File: config.mk
export PLATFORM = sky130hd
export DESIGN_NAME = sigm_match_top
export DESIGN_NICKNAME = d
export VERILOG_FILES = /design/src/rtl/sigm_pkg.sv /design/src/rtl/sigm_elem_cmp.sv /design/src/rtl/sigm_sig_chain.sv /design/src/rtl/sigm_match_top.sv
export SDC_FILE = /design/constraint.sdc
export NUM_CORES = 1
export LEC_CHECK = 0
export BUFFER_PORTS_ARGS = -buffer_cell sky130_fd_sc_hd__buf_2
export CAP_MARGIN = 20
export CORE_MARGIN = 2
export CORE_UTILIZATION = 41
export CTS_CLUSTER_DIAMETER = 40
export DETAILED_ROUTE_END_ITERATION = 7
export PLACE_DENSITY_LB_ADDON = 0.12
export SETUP_SLACK_MARGIN = 0.2
export SKIP_CTS_REPAIR_TIMING = 1
export SYNTH_ARGS = -nofsm -noshare
export SYNTH_HDL_FRONTEND = slang
export SYNTH_SLANG_ARGS = --single-unit
File: constraint.sdc
create_clock -name clk -period 1.6 [get_ports clk]
set_clock_uncertainty 0.15 [all_clocks]
set_input_delay 0.16 -clock clk [delete_from_list [all_inputs] [get_ports clk]]
set_output_delay 0.16 -clock clk [all_outputs]
set_load 0.1 [all_outputs]
File: src/rtl/sigm_pkg.sv
package sigm_pkg;
   localparam int unsigned CHAR_W = 8;
   localparam int unsigned LEN_W  = 8;
endpackage

File: src/rtl/sigm_elem_cmp.sv
module sigm_elem_cmp
   import sigm_pkg::*;
#(
   parameter int unsigned NSIG   = 4,
   parameter int unsigned MAXLEN = 4,
   parameter logic [NSIG*MAXLEN*CHAR_W-1:0] SIG_BYTES = '0,
   parameter logic [NSIG*LEN_W-1:0]         SIG_LEN   = '0
) (
   input  logic [CHAR_W-1:0]      ch,
   output logic [NSIG*MAXLEN-1:0] hit
);
   for (genvar s = 0; s < NSIG; s++) begin : g_sig
      localparam int unsigned SLEN = int'(SIG_LEN[s*LEN_W +: LEN_W]);
      for (genvar k = 0; k < MAXLEN; k++) begin : g_elem
         if (k < SLEN) begin : g_used
            localparam logic [CHAR_W-1:0] REF =
               SIG_BYTES[(s*MAXLEN+k)*CHAR_W +: CHAR_W];
            assign hit[s*MAXLEN+k] = (ch == REF);
         end else begin : g_unused
            assign hit[s*MAXLEN+k] = 1'b0;
         end
      end
   end
endmodule

File: src/rtl/sigm_sig_chain.sv
module sigm_sig_chain #(
   parameter int unsigned LANES  = 4,
   parameter int unsigned MAXLEN = 4,
   parameter int unsigned SLEN   = 3
) (
   input  logic                      clk,
   input  logic                      rst_n,
   input  logic                      valid,
   input  logic                      clear,
   input  logic [LANES*MAXLEN-1:0]   hit,
   output logic                      found
);
   logic [MAXLEN-1:0]             carry_q;
   logic [LANES-1:0][MAXLEN-1:0]  st;

   always_comb begin
      logic [MAXLEN-1:0] prev;
      prev  = clear ? '0 : carry_q;
      found = 1'b0;
      for (int l = 0; l < LANES; l++) begin
         for (int k = 0; k < MAXLEN; k++) begin
            if (k == 0) st[l][k] = hit[l*MAXLEN+k];
            else        st[l][k] = hit[l*MAXLEN+k] & prev[k-1];
         end
         prev  = st[l];
         found = found | st[l][SLEN-1];
      end
   end

   always_ff @(posedge clk or negedge rst_n) begin
      if (!rst_n)      carry_q <= '0;
      else if (valid)  carry_q <= st[LANES-1];
      else if (clear)  carry_q <= '0;
   end

   AST_CLEAR_EMPTIES: assert property (@(posedge clk) disable iff (!rst_n)
      (clear && !valid) |=> (carry_q == '0));
   AST_IDLE_HOLDS: assert property (@(posedge clk) disable iff (!rst_n)
      (!valid && !clear) |=> $stable(carry_q));
   AST_RESET_EMPTY: assert property (@(posedge clk) disable iff (!rst_n)
      $rose(rst_n) |-> (carry_q == '0));
endmodule

File: src/rtl/sigm_match_top.sv
module sigm_match_top
   import sigm_pkg::*;
#(
   parameter int unsigned LANES  = 4,
   parameter int unsigned NSIG   = 4,
   parameter int unsigned MAXLEN = 4,
   parameter logic [NSIG*MAXLEN*CHAR_W-1:0] SIG_BYTES =
      {8'h42, 8'h41, 8'h42, 8'h41,
       8'h00, 8'h34, 8'h34, 8'h31,
       8'h00, 8'h52, 8'h41, 8'h42,
       8'h00, 8'h4F, 8'h4F, 8'h46},
   parameter logic [NSIG*LEN_W-1:0] SIG_LEN = {8'd4, 8'd3, 8'd3, 8'd3}
) (
   input  logic                    clk,
   input  logic                    rst_n,
   input  logic                    in_valid,
   input  logic                    in_clear,
   input  logic [LANES*CHAR_W-1:0] in_data,
   output logic [NSIG-1:0]         match_o
);
   localparam int unsigned HIT_W = NSIG*MAXLEN;

   if (LANES < 1)  begin : g_bad_lanes  $error("LANES must be at least 1");  end
   if (NSIG < 1)   begin : g_bad_nsig   $error("NSIG must be at least 1");   end
   if (MAXLEN < 1) begin : g_bad_maxlen $error("MAXLEN must be at least 1"); end

   logic [LANES-1:0][HIT_W-1:0] lane_hit;
   logic [NSIG-1:0]             found;

   for (genvar l = 0; l < LANES; l++) begin : g_lane
      sigm_elem_cmp #(
         .NSIG(NSIG), .MAXLEN(MAXLEN),
         .SIG_BYTES(SIG_BYTES), .SIG_LEN(SIG_LEN)
      ) u_cmp (
         .ch  (in_data[l*CHAR_W +: CHAR_W]),
         .hit (lane_hit[l])
      );
   end

   for (genvar s = 0; s < NSIG; s++) begin : g_sig
      localparam int unsigned SLEN = int'(SIG_LEN[s*LEN_W +: LEN_W]);
      if (SLEN < 1 || SLEN > MAXLEN) begin : g_bad_len
         $error("signature length out of range");
      end
      logic [LANES*MAXLEN-1:0] sig_hit;
      for (genvar l = 0; l < LANES; l++) begin : g_pick
         assign sig_hit[l*MAXLEN +: MAXLEN] = lane_hit[l][s*MAXLEN +: MAXLEN];
      end
      sigm_sig_chain #(
         .LANES(LANES), .MAXLEN(MAXLEN),
         .SLEN((SLEN < 1 || SLEN > MAXLEN) ? 1 : SLEN)
      ) u_chain (
         .clk   (clk),
         .rst_n (rst_n),
         .valid (in_valid),
         .clear (in_clear),
         .hit   (sig_hit),
         .found (found[s])
      );
   end

   always_ff @(posedge clk or negedge rst_n) begin
      if (!rst_n) match_o <= '0;
      else        match_o <= in_valid ? found : '0;
   end

   AST_IDLE_NO_MATCH: assert property (@(posedge clk) disable iff (!rst_n)
      !in_valid |=> (match_o == '0));
   AST_MATCH_FROM_VALID: assert property (@(posedge clk) disable iff (!rst_n)
      (|match_o) |-> $past(in_valid));
   AST_RESET_QUIET: assert property (@(posedge clk) disable iff (!rst_n)
      $rose(rst_n) |-> (match_o == '0));
endmodule

# Word level (Yosys, flattened, before mapping)
# Cells that the tools add are included.
totals:
  register_bits: 13
  in_bits: 36
  output_inout_bits: 4
  word_cells: 90
op_classes:
  n_eq_ne: 28
  n_mux: 9
  bitwise: 48
ops:
  columns: ["op", "count"]
  rows:
  - ["$eq A8 B7 Y1 const B", 20]
  - ["$eq A8 B6 Y1 const B", 8]
  - ["$and A1 B1 Y1", 36]
  - ["$mux W2", 6]
  - ["$or A1 B1 Y1", 12]
  - ["$mux W3", 2]
  - ["$mux W4", 1]

# Logic depth before layout (Yosys ltp)
logic_depth:
  ltp_word: 7
  depth_mapped: 5

# Hierarchy
# From an unflattened synthesis, not the netlist that was laid out.
hier_totals:
  cells_unflattened: 157
  hier_area_um2: 1377.6
modules_own_cells:
  columns: ["module", "instances", "cells_each", "area_each_um2"]
  rows:
  - ["sigm_elem_cmp", 4, 25, 192.7]
  - ["sigm_sig_chain (g_sig[0].u_chain ...)", 3, 11, 105.1]
  - ["sigm_sig_chain (g_sig[3].u_chain)", 1, 16, 166.4]
  - ["sigm_match_top", 1, 8, 125.1]

# Worst setup path before layout
# Ideal clock, no wire load.
synth_path:
  path_type: "input-to-reg"
  from: "in in_data[21]"
  to: "reg match_o[3]"
  t_arrival_ps: 1247
  required_time_ps: 1355
  slack_ps: 108
  cell_stages: 4
  path_buffers: 0
  cell_sequence: "nor4b_4 > a41oi_1 > or4b_1 > o31ai_1"
synth_via:
  elab_chain_len: 5
synth_lines:
  columns: ["item", "line", "text"]
  rows:
  - ["start: declaration", "sigm_match_top.sv:18", "input logic [LANES*CHAR_W-1:0] in_data,"]
  - ["$eq A8 B7 Y1", "sigm_elem_cmp.sv:18", "assign hit[s*MAXLEN+k] = (ch == REF);"]
  - ["$and A1 B1 Y1", "sigm_sig_chain.sv:23", "else st[l][k] = hit[l*MAXLEN+k] & prev[k-1];"]
  - ["$or A1 B1 Y1 / $and A1 B1 Y1 (equally long branches)", "sigm_sig_chain.sv:26, sigm_sig_chain.sv:23", null]
  - ["$or A1 B1 Y1 *", "sigm_sig_chain.sv:26", "found = found | st[l][SLEN-1];"]
  - ["$mux W4 *", "sigm_match_top.sv:64", "else match_o <= in_valid ? found : '0;"]
  - ["end signal: assignment", "sigm_match_top.sv:64", null]
  - ["end: declaration", "sigm_match_top.sv:19", "output logic [NSIG-1:0] match_o"]
# Mark *: on every way between the ends. The rest lies on a longest branch, timed or not.

# Worst setup path after layout
layout_path:
  from: "reg match_o[1]"
  to: "out match_o[1]"
# No word-level cell between the ends.

==> reports/metrics.yaml <==
max_stage_delay_ns: 0.42
drt-vias-per-instance: 5.92
critPathBufInv: 1
critPathLaunch: "match_o[1]"
synth-xor-area-share_pct: 0
grt_max_degree: 14
timing.fmax_mhz: 731
min_from: "in_data[25]"
drt_iter0_markers: 33
crit_type: "reg -> out"
io_buffers: 39
cp_cell_sequence: "buf_2"
grt_usage_pct: 26.9
antennaDiodeCount: 0
drive_above_1_share_pct: 44.4
root_buffer: "clkbuf_4"
drv_slew: 0
relSlewSlack_pct: 61.6
core_area_mm2: 0.00225
setup_violations: 0
drt-pass1-iter-count: 4
layout_common_cells: "buf_2 (39), buf_4 (26), nand2_1 (18)"
fp.dieArea_mm2: 0.00285
finalHoldViolCount: 0
worstPathRequired_ns: 1.29
synth_top_family_by_area: "simple AND/OR/NAND/NOR gates"
synth_cell_types: 34
start_kind: "flop"
synthMuxAreaShare_pct: 0
die_h_um: 53.4
synth_nets: 147
synth_fa_ha_area_share_pct: 0
ir_drop_uv: 417
cts_tree: "built"
postSynthAreaPerCell_um2: 9.01
hpwlAfterDp_mm: 2.63
ant_nets: 0
worstSkewPairLatency_ns: 0.29
r2r_start: "g_sig[3].u_chain.carry_q[1]"
rows: 17
nets: 217
ys_seq_area_share_pct: 32.5
grt.met2_usage_pct: 46.9
antenna_found_initial: 0
ys_ff_latch: 13
hold_path_class: "in -> reg"
pwr_density_cell_mw_per_mm2: 489
cts_buffers: 3
grt.overflow.total: 0
status: "finished, final reports clean"
ioPinCount: 40
fin_util_pct: 66.9
whs_ns: 0.0105
post-route-drc-count: 0
path_clk_slew_ns: 0.09
rrSetupSlack_ns: 0.25
cp-end-kind: "output pin"
hold_path_depth: 3
wl_mm: 3.24
wire_per_inst_um: 15.6
busiest_layer: "met2"
initial_core_util_pct: 44.3
mappedNetlistArea_um2: 1000
crit_fanout: 1
place_inst: 203
first_global_vias: 1206
drv_cap: 0
rsz0062_at_grt: "true"
post-route-min-period_ns: 1.37
met3_usage_pct: 3.39
layout_commonest_cell: "buf_2"
critPathTopFamily: "buffers and inverters"
fin_tns_setup_ns: 0
cts.sinks: 13
min_to: "g_sig[0].u_chain.carry_q[0]"
r2r_cells: 4
cpMaxStageDelayCell: "buf_2"
syn_inst: 111
cts.path.max_buffers: 2
gp_congestion: 0.847
synth.yosys.warnings: 0
synth_compound_area_share_pct: 12.8
finalNonFillerCells: 208
die_x_um: 53.4
period_share_pct: 85.5
worst_pin_slew_ns: 0.569
cts.htree.levels: 1
worstReg2RegEnd: "match_o[3]"
arrival_ns: 1.06
synthSimpleGateAreaFrac_pct: 53.6
vias: 1231
grt_pass1_wl_mm: 5.35
leakage_nw: 0.672
syn_to_final_growth_pct: 50.9
grtUsageMet1_pct: 32.1
## layout make-up
cell class | instances | area (um2)
timing repair buffer | 66 | 400
inverter | 2 | 7.51
sequential | 13 | 325
tap | 28 | 35.0
multi-input combinational | 95 | 714
fill | 218 | 746
clock buffer | 4 | 26.3
## cell families after synthesis
group	after synthesis
simple gates	76
compound gates	19
flops	13
buf+inv	3
## layer usage
layer	up-vias	wire [um]
li1	584	-
met1	587	1370
met2	56	1580
met3	4	224
met4	0	61
met5	-	0
## cells in the mapped netlist
library cell	number	share of area [%]
nand2_1	18	6.8
dfrtp_1	13	33
nand4_1	10	6.3
nor4b_1	8	7.0
nor2_1	6	2.3
nor4bb_1	6	6.0
nand3_1	5	2.5
o21ai_0	5	2.5
nor3_1	4	2.0
nor4_1	3	1.9
nor4b_4	3	7.1
a21o_1	2	1.5
a22o_1	2	1.8
a31oi_1	2	1.3
inv_1	2	0.75
nand3b_1	2	1.5
nor4b_2	2	3.0
o22ai_1	2	1.3
a21oi_1	1	0.50
a41oi_1	1	0.88
and2b_1	1	0.75
and3_1	1	0.63
and4_1	1	0.88
clkbuf_1	1	0.38
nand2b_1	1	0.63
nand4b_1	1	0.88
nor2b_1	1	0.63
nor3b_1	1	0.75
o21a_1	1	0.75
o21bai_1	1	0.75
o31a_1	1	0.88
o31ai_1	1	0.75
or4b_1	1	1.0
or4bb_1	1	1.1
## state kept, by name, summed over array words and instances, names as in the netlist
name / cells
match_o: 4
g_sig.u_chain.carry_q: 9
## where the power goes
part,switching [W],internal (W)
combinational,0.0000962,0.0000918
sequential,0.000000148,0.000328
clock,0.000124,0.0000971
total,0.000220,0.000517
## stage by stage
stage | power (W) | cell area [um2] | setup slack [ns]
after floorplan | 0.000382 | 1000 | 0.112
after global placement | 0.000505 | 1420 | -0.0385
after detailed placement | 0.000513 | 1420 | -0.0492
after CTS | 0.000732 | 1450 | 0.183
after global routing | 0.000768 | 1510 | 0.193
final | 0.000738 | 1510 | 0.232
## worst max-delay path by stage
stage	endpoint	slack, ns	cells after the start
floorplan	match_o[3]	0.11	4
global placement	match_o[3]	-0.04	6
detailed placement	match_o[3]	-0.05	5
CTS	match_o[3]	0.18	4
global route	match_o[2]	0.19	6
finish	match_o[1]	0.23	1
No activity file was read; power rests on OpenSTA's default activity.
